### src/rtl/fpx_pkg.sv
package fpx_pkg;
   localparam int EXC_N = 6;
   typedef enum int {
      EX_INV = 0,
      EX_DEN = 1,
      EX_DZ  = 2,
      EX_OVF = 3,
      EX_UND = 4,
      EX_INX = 5
   } exc_idx_e;
   // conditions detected before execution
   localparam logic [EXC_N-1:0] EARLY_CLASS = 6'b000111;
endpackage

### src/rtl/fpx_classify.sv
module fpx_classify #(
   parameter int               N     = 6,
   parameter logic [N-1:0]     EARLY = '0
) (
   input  logic [N-1:0] exc_vld,
   input  logic         exc_pre,
   input  logic [N-1:0] mask,
   output logic [N-1:0] acc,
   output logic [N-1:0] unm_early,
   output logic [N-1:0] unm_late
);
   generate
      for (genvar g = 0; g < N; g++) begin : g_bit
         if (EARLY[g]) begin : g_early
            assign acc[g]       = exc_vld[g] & exc_pre;
            assign unm_early[g] = acc[g] & ~mask[g];
            assign unm_late[g]  = 1'b0;
         end else begin : g_late
            assign acc[g]       = exc_vld[g] & ~exc_pre;
            assign unm_early[g] = 1'b0;
            assign unm_late[g]  = acc[g] & ~mask[g];
         end
      end
   endgenerate
endmodule

### src/rtl/fpx_flag_bank.sv
module fpx_flag_bank #(
   parameter int N = 6
) (
   input  logic         clk,
   input  logic         rst_n,
   input  logic [N-1:0] set_i,
   input  logic         clr_i,
   output logic [N-1:0] flag_q
);
   generate
      for (genvar g = 0; g < N; g++) begin : g_flag
         always_ff @(posedge clk) begin
            if (!rst_n)     flag_q[g] <= 1'b0;
            else if (set_i[g]) flag_q[g] <= 1'b1;
            else if (clr_i) flag_q[g] <= 1'b0;
         end
         AST_FLAG_STICKY: assert property (@(posedge clk) disable iff (!rst_n)
            (flag_q[g] && !clr_i) |=> flag_q[g]);
      end
   endgenerate
endmodule

### src/rtl/fpx_fault_seq.sv
module fpx_fault_seq (
   input  logic clk,
   input  logic rst_n,
   input  logic new_unm,
   input  logic instr_start,
   input  logic wait_req,
   input  logic done,
   output logic pending,
   output logic fault_req,
   output logic stall
);
   logic pend_q, svc_q, wait_q;

   always_ff @(posedge clk) begin
      if (!rst_n) begin
         pend_q <= 1'b0;
         svc_q  <= 1'b0;
         wait_q <= 1'b0;
      end else begin
         pend_q <= (pend_q & ~done) | new_unm;
         svc_q  <= done ? 1'b0 : (svc_q | (pend_q & (instr_start | wait_req)));
         wait_q <= done ? 1'b0 : (wait_q | (pend_q & wait_req));
      end
   end

   assign pending   = pend_q;
   assign fault_req = svc_q;
   assign stall     = pend_q & (wait_req | wait_q);

   AST_FAULT_NEEDS_PEND: assert property (@(posedge clk) disable iff (!rst_n)
      fault_req |-> pending);
   AST_NO_IDLE_STALL: assert property (@(posedge clk) disable iff (!rst_n)
      !pending |-> !stall);
   AST_DONE_RELEASES: assert property (@(posedge clk) disable iff (!rst_n)
      (done && !new_unm) |=> (!fault_req && !stall && !pending));
   AST_REQ_HELD: assert property (@(posedge clk) disable iff (!rst_n)
      (fault_req && !done) |=> fault_req);
endmodule

### src/rtl/fpx_exc_ctrl.sv
module fpx_exc_ctrl #(
   parameter int              CW_W     = 16,
   parameter logic [CW_W-1:0] CW_RST   = 16'h037F,
   parameter int              MASK_LSB = 0
) (
   input  logic                      clk,
   input  logic                      rst_n,
   input  logic                      cw_we,
   input  logic [CW_W-1:0]           cw_wdata,
   input  logic [fpx_pkg::EXC_N-1:0] exc_vld,
   input  logic                      exc_pre,
   input  logic                      flag_clr,
   input  logic                      instr_start,
   input  logic                      wait_req,
   input  logic                      handler_done,
   output logic [fpx_pkg::EXC_N-1:0] stat_flags,
   output logic                      fault_req,
   output logic                      stall,
   output logic                      wb_kill
);
   import fpx_pkg::*;
   localparam int MSB = MASK_LSB + EXC_N - 1;

   generate
      if (MSB >= CW_W || MASK_LSB < 0) begin : g_bad
         $error("mask field does not fit the control word");
      end
   endgenerate

   logic [CW_W-1:0]  cw_q;
   logic [EXC_N-1:0] mask, acc, unm_early, unm_late;
   logic             pending;

   always_ff @(posedge clk) begin
      if (!rst_n)     cw_q <= CW_RST;
      else if (cw_we) cw_q <= cw_wdata;
   end
   assign mask = cw_q[MSB:MASK_LSB];

   fpx_classify #(.N(EXC_N), .EARLY(EARLY_CLASS)) i_cls (
      .exc_vld(exc_vld), .exc_pre(exc_pre), .mask(mask),
      .acc(acc), .unm_early(unm_early), .unm_late(unm_late));

   fpx_flag_bank #(.N(EXC_N)) i_flags (
      .clk(clk), .rst_n(rst_n), .set_i(acc), .clr_i(flag_clr),
      .flag_q(stat_flags));

   fpx_fault_seq i_seq (
      .clk(clk), .rst_n(rst_n), .new_unm(|(unm_early | unm_late)),
      .instr_start(instr_start), .wait_req(wait_req), .done(handler_done),
      .pending(pending), .fault_req(fault_req), .stall(stall));

   assign wb_kill = |unm_early;

   AST_KILL_EARLY_ONLY: assert property (@(posedge clk) disable iff (!rst_n)
      wb_kill |-> (exc_pre && |(exc_vld & EARLY_CLASS)));
   AST_CLEAR_ZEROES: assert property (@(posedge clk) disable iff (!rst_n)
      (flag_clr && exc_vld == '0) |=> (stat_flags == '0));
   AST_FLAG_FROM_PULSE: assert property (@(posedge clk) disable iff (!rst_n)
      (exc_vld == '0 && !flag_clr) |=> $stable(stat_flags));
   AST_PEND_ON_UNMASKED: assert property (@(posedge clk) disable iff (!rst_n)
      (|(acc & ~mask)) |=> pending);
endmodule

### config.mk
export PLATFORM = sky130hd
export DESIGN_NAME = fpx_exc_ctrl
export DESIGN_NICKNAME = d
export VERILOG_FILES = /design/src/rtl/fpx_pkg.sv /design/src/rtl/fpx_classify.sv /design/src/rtl/fpx_flag_bank.sv /design/src/rtl/fpx_fault_seq.sv /design/src/rtl/fpx_exc_ctrl.sv
export SDC_FILE = /design/constraint.sdc
export NUM_CORES = 1
export LEC_CHECK = 0
export ABC_AREA = 1
export BUFFER_PORTS_ARGS = -buffer_cell sky130_fd_sc_hd__buf_2
export CAP_MARGIN = 20
export CORE_ASPECT_RATIO = 1.1
export CORE_UTILIZATION = 35
export DETAILED_ROUTE_END_ITERATION = 10
export GPL_TIMING_DRIVEN = 0
export PLACE_DENSITY = 0.71
export SLEW_MARGIN = 20
export SYNTH_ARGS = -nofsm -noshare
export SYNTH_HDL_FRONTEND = slang
export SYNTH_SLANG_ARGS = --single-unit
### constraint.sdc
create_clock -name clk -period 0.8 [get_ports clk]
set_input_delay 0.08 -clock clk [delete_from_list [all_inputs] [get_ports clk]]
set_output_delay 0.08 -clock clk [all_outputs]
set_load 0.01 [all_outputs]
==> results.py, run 1 <==
metrics = {
    "run_status": {
        "status": "complete, but fails checks",
        "violations": "negative setup slack",
    },
    "yosys": {
        "yosys-top-cells-area": "dfxtp_1 50%, nand2_1 13%, a21oi_1 11%",
        "synth_fp_nets": 110,
        "synthSimpleGateAreaFrac_pct": 22.6,
        "synth-compound-area-share_pct": 18.6,
        "synth_top_area_cell": "dfxtp_1",
        "synth_top_area_share_pct": 50.2,
        "ys_seq_area_share_pct": 50.2,
        "muxShareOfSynthArea_pct": 0,
        "synth_cells": 80,
        "avgSynthCellArea_sq_um": 7.48,
        "synthesis.area_sq_um": 598,
        "synth_top_family_by_area": "simple AND/OR/NAND/NOR gates",
        "synthAdderAreaFrac_pct": 0,
        "ys_ff_latch": 15,
        "yosysUniqueCellTypes": 14,
        "synth_xor_area_share_pct": 0,
        "ys.warnings.count": 0,
    },
    "power_and_ir_drop": {
        "cellPowerDensity_nw_per_um2": 1620,
        "vdd_drop_max_v": 0.00102,
        "power_mw": 1.55,
        "p_leak_nw": 0.500,
    },
    "grt": {
        "grt_max_degree": 11,
        "grt_pass1_vias": 610,
        "grt_pass1_wl_mm": 2.37,
        "track_usage_pct": 16.6,
        "antenna_found_initial": 0,
        "grt_overflow": 0,
    },
    "drt": {
        "routed_wirelength_mm": 1.44,
        "top_layer_used": "met4",
        "vias": 640,
        "drc_errors": 0,
        "drt_iter0_drc": 10,
        "ant_nets": 0,
        "via_per_inst": 4.74,
        "wl_met3_microns": 53,
        "wl_per_cell_microns": 10.6,
        "firstDrtPassIters": 2,
        "wl_met2_microns": 762,
        "wl_met1_microns": 607,
    },
    "finish": {
        "syn_to_final_growth_pct": 59.6,
        "fin_util_pct": 60.6,
        "nets": 149,
        "n_antenna_cell": 0,
        "drive_gt1_share_pct": 58.5,
    },
    "critical_path": {
        "cp_slowest_cell": "dfxtp_2",
        "cp-end-kind": "primary output",
        "cp_max_fo": 2,
        "cp_common_cell": "nand3_2",
        "worstPathRequired_ns": 0.72,
        "r2r_cells": 5,
        "cp.arrival_ns": 0.91,
        "worstSetupPathType": "reg2out",
        "crit_chain": "inv_2 -> nand3_2 -> nand3_2 -> buf_6",
        "critPathLaunchType": "register",
        "cpPeakStageDelay_ns": 0.32,
    },
    "floorplan": {
        "die_h_microns": 45.4,
        "core_area_sq_um": 1580,
        "fp.dieArea_sq_um": 1880,
        "die_w_microns": 41.4,
        "start_util_pct": 37.9,
        "row_count": 15,
        "ios": 39,
    },
    "placement": {
        "io_buffers": 28,
        "gp_congestion": 0.678,
        "hpwl_mm": 1.01,
    },
    "cts": {
        "cts.sinks": 15,
        "cts_tree": "done",
        "cts_made_buffers": 3,
        "h-tree-depth": 1,
        "clkLatencyLatePin_ns": 0.27,
        "cts-root-buf": "clkbuf_4",
        "clkTransAtPathRegs_ns": 0.09,
        "cts.path.max_buffers": 2,
    },
    "min_path": {
        "hp-class": "in2reg",
        "whs_path_depth": 3,
    },
    "sta": {
        "fin_tns_setup_ns": -0.501,
        "finalSetupViolations": 4,
        "final.min_clock_period_ns": 0.991,
        "fin_crit_sh_pct": 124,
        "maxSlewViolCount": 0,
        "slew_headroom_pct": 86.4,
        "hold_violations": 0,
        "setup_ws_ns": -0.191,
        "fin_skew_ns": 0.00178,
        "fmax_ghz": 1.01,
        "rsz0062_at_grt": "true",
        "worst_pin_slew_ns": 0.204,
    },
    "flow_run": {
        "cap_violations": 0,
    },
}
final cells by class:
cell class	instances	area (sq um)
plain buffers	2	10.0
clock buffers	4	26.3
fillers	148	622
inverters	11	41.3
multi-input cells	52	292
flip-flops and latches	15	317
well taps	17	21.3
repair buffers	34	248
path summary, 6_finish.rpt:
| check | end | from | slack (ns) |
|---|---|---|---|
| min reg2reg | cw_q[5] | cw_q[5] | 0.46 |
| max | wb_kill | cw_q[1] | -0.19 |
| min | cw_q[0] | cw_wdata[0] | 0.02 |
| max reg2reg | i_seq.fault_req | i_seq.pending | -0.08 |
cell usage after synthesis:
master and number:
a21oi_1 13, a21oi_2 1, buf_2 2, dfxtp_1 15, inv_1 9, inv_2 2
nand2_1 20, nand2_2 1, nand3_1 6, nor2_2 3, nor3_1 1, o211ai_1 1
o21ai_0 4, o21ai_1 2
critical path, delay by kind of cell (launching register included):
kind / cells / cell delay (ns)
and+or+nand+nor: 2 / 0.16
buffers and inverters: 2 / 0.16
DFF: 1 / 0.32
through the flow:
stage	cell area [sq um]	worst slack, ns	instances	hold slack, ns
after floorplan	598	0.0706	80	0.159
after global placement	759	0.0375	125	0.263
after detailed placement	759	0.00442	125	0.269
after CTS	913	-0.185	133	0.0175
after global routing	955	-0.230	135	0.0228
final	955	-0.191	135	0.0161
routing by layer:
metal / track usage, % / vias to the layer above
met3: 2.40 / 2
met4: 7.74 / 0
li1: - / 333
met5: 0 / -
met1: 20.5 / 291
met2: 28.7 / 14
registers in the layout, summed over array words and instances (netlist names):
signal and count:
cw_q 6, i_flags.flag_q 6, i_seq.fault_req 1, i_seq.pending 1
i_seq.wait_q 1
logic make-up (layout without fill, tap and decap cells):
logic type / count (synthesis) / count (layout)
AND/OR/NAND/NOR: 31 / 31
buffers and inverters: 13 / 51
flip-flops: 15 / 15
AO/OA/AOI/OAI: 21 / 21
power breakdown:
part	internal [mW]	total [mW]	switching, mW
clock network	0.193	0.414	0.221
logic	0.158	0.303	0.145
registers	0.798	0.829	0.0301
cells in the final DEF, fill, tap and decap left out:
| cell type | count |
|---|---|
| nand2_1 | 14 |
| o21ai_0 | 4 |
| clkbuf_4 | 3 |
| a21oi_1 | 13 |
| nor3_1 | 1 |
| nand2_2 | 5 |
| inv_2 | 5 |
| dfxtp_2 | 10 |
| buf_4 | 4 |
| a21oi_2 | 1 |
| o21ai_1 | 2 |
| o211ai_1 | 1 |
| nand2_4 | 2 |
| inv_1 | 6 |
| buf_2 | 21 |
| dlygate4sd3_1 | 1 |
| nand3_1 | 2 |
| buf_6 | 10 |
| nand3_2 | 4 |
| nor2_2 | 3 |
| dfxtp_4 | 1 |
| dfxtp_1 | 4 |
| clkbuf_1 | 1 |
timing repair:
item	CTS	global route
buffers inserted	3	2
gates resized for setup	30	7
hold buffers	1	0
pin swaps	3	7
hold endpoints to repair	1	0
endpoints found under the setup margin	10	11
Power figures use the tool's default switching activity.
==> run 2, diff against run 1 <==
- CAP_MARGIN: 20 -> default
- CORE_ASPECT_RATIO: 1.1 -> default
- CORE_UTILIZATION: 35 -> 42
- PLACE_DENSITY: 0.71 -> 0.8
- SKIP_LAST_GASP: default -> 1
- clock period: 0.8 -> 1.25 ns (I/O delays scaled with it)
==> run 2 against run 1 <==
The run now ends clean. Setup slack better by 0.36 ns. Routed wire length shrank 8.3%. Count of clock-buffer cells in the layout stayed put. Flip-flop and latch count did not move. Sequential share of layout area rose by 5.2 points. Design area decreased by 18%.
==> results.py, run 2 (synthesis gave the netlist of run 1 again) <==
metrics = {
    "run_status": {
        "status": "complete, no violations",
    },
    "cts": {
        "cts-root-buf": "clkbuf_4",
        "cts_tree": "done",
        "cts_made_buffers": 3,
        "cts.sinks": 15,
        "post_cts_buffers": 0,
        "cts.path.max_buffers": 2,
        "cts_resized": 0,
        "clkTransAtPathRegs_ns": 0.09,
        "postCtsHoldBufs": 0,
        "clkLatencyLatePin_ns": 0.27,
        "h-tree-depth": 1,
    },
    "flow_run": {
        "cap_violations": 0,
    },
    "grt": {
        "track_usage_pct": 19.2,
        "grt_overflow": 0,
        "antenna_found_initial": 0,
        "grt_max_degree": 11,
        "grt_pass1_wl_mm": 1.97,
        "grt_pass1_vias": 507,
    },
    "critical_path": {
        "critPathLaunchType": "register",
        "cp-end-kind": "primary output",
        "cp_common_cell": "nand3_1",
        "cp_max_fo": 2,
        "r2r-start": "i_seq.pending",
        "timing.critical_path.from": "cw_q[1]",
        "cpPeakStageDelay_ns": 0.30,
        "cp_slowest_cell": "dfxtp_1",
        "cp.arrival_ns": 0.95,
        "crit_chain": "inv_1 -> nand3_1 -> nand3_1 -> buf_2",
        "worstPathRequired_ns": 1.12,
        "worstSetupPathType": "reg2out",
    },
    "placement": {
        "post-place-cells": 123,
        "io_buffers": 28,
        "pre_cts_slack_ns": 0.441,
        "gp_congestion": 0.667,
        "hpwl_mm": 1.04,
    },
    "power_and_ir_drop": {
        "power_uw": 926,
        "vdd_drop_max_v": 0.000646,
        "p_leak_nw": 0.442,
        "cellPowerDensity_nw_per_um2": 1180,
    },
    "sta": {
        "fin_crit_sh_pct": 86.2,
        "maxSlewViolCount": 0,
        "rsz0062_at_grt": "false",
        "fin_skew_ns": 0.00319,
        "setup_ws_ns": 0.173,
        "worst_pin_slew_ns": 0.196,
        "hold_violations": 0,
        "final.min_clock_period_ns": 1.08,
        "fmax_ghz": 0.928,
        "finalSetupViolations": 0,
        "slew_headroom_pct": 87.0,
        "fin_tns_setup_ns": 0,
    },
    "finish": {
        "layout_commonest_cell": "buf_2",
        "n_antenna_cell": 0,
        "final_cells": 127,
        "largest_registers": "cw_q: 6 flops, i_flags.flag_q: 6 flops",
        "nets": 143,
        "final_cell_mix": "30 x buf_2, 20 x nand2_1, 15 x dfxtp_1, 13 x a21oi_1, 9 x inv_1",
        "syn_to_final_growth_pct": 31.0,
        "drive_gt1_share_pct": 35.7,
    },
    "drt": {
        "drt_iter0_drc": 20,
        "routed_wirelength_mm": 1.32,
        "firstDrtPassIters": 4,
        "drc_errors": 0,
        "ant_nets": 0,
        "wl_per_cell_microns": 10.4,
        "vias": 593,
        "via_per_inst": 4.67,
    },
    "floorplan": {
        "start_util_pct": 45.4,
        "row_count": 13,
        "fp.dieArea_sq_um": 1580,
        "die_w_microns": 39.7,
        "die_h_microns": 39.7,
        "core_area_sq_um": 1320,
        "ios": 39,
    },
    "min_path": {
        "hp-start": "handler_done",
        "hp-class": "in2reg",
    },
}
## run 2: cell count changes in the layout (fill, tap and decap cells not counted), sizes merged
cell / change
dlygate4sd3: -1
buf: -5
## run 2: per-layer routing
layer  share of wire (%)  up-vias  GRT usage [%]
li1                    -      321              -
met3                 4.0        4           3.98
met5                   0        -              0
met2                  50       16           33.2
met1                  44      252           20.9
met4                 1.5        0           12.1
## run 2: metrics by stage
step	area (sq um)	hold WS [ns]	utilization (%)
finish	783	0.0233	59.4
global route	783	0.0247	59.4
CTS	783	0.0160	59.4
detailed placement	757	0.314	57.5
global placement	757	0.308	57.5
floorplan	598	0.204	-
## run 2: final cells by class
class	count	area (sq um)
multi-input combinational	52	246
inverter	11	41.3
buffer	2	10.0
tap	15	18.8
timing repair buffer	28	140
fill	127	534
sequential	15	300
clock buffer	4	26.3
## run 2: critical path, delay by kind of cell (launching register included)
family        cells  cell delay (ns)
simple gates      2             0.18
flops             1             0.30
buf+inv           2             0.20
## run 2: worst paths after layout
kind                     endpoint  slack, ns  cells past startpoint
setup / recovery          wb_kill       0.17                      4
hold reg to reg           cw_q[5]       0.46                      2
setup reg to reg  i_seq.fault_req       0.44                      4
hold / removal       i_seq.wait_q       0.02                      2
## run 2: where the power goes
group          total, mW  internal, mW  switching (mW)  leakage [nW]
Clock              0.264         0.123           0.141        0.0150
Combinational      0.141        0.0620          0.0785         0.303
Sequential         0.521         0.507          0.0144         0.124
Total              0.926         0.692           0.234         0.442
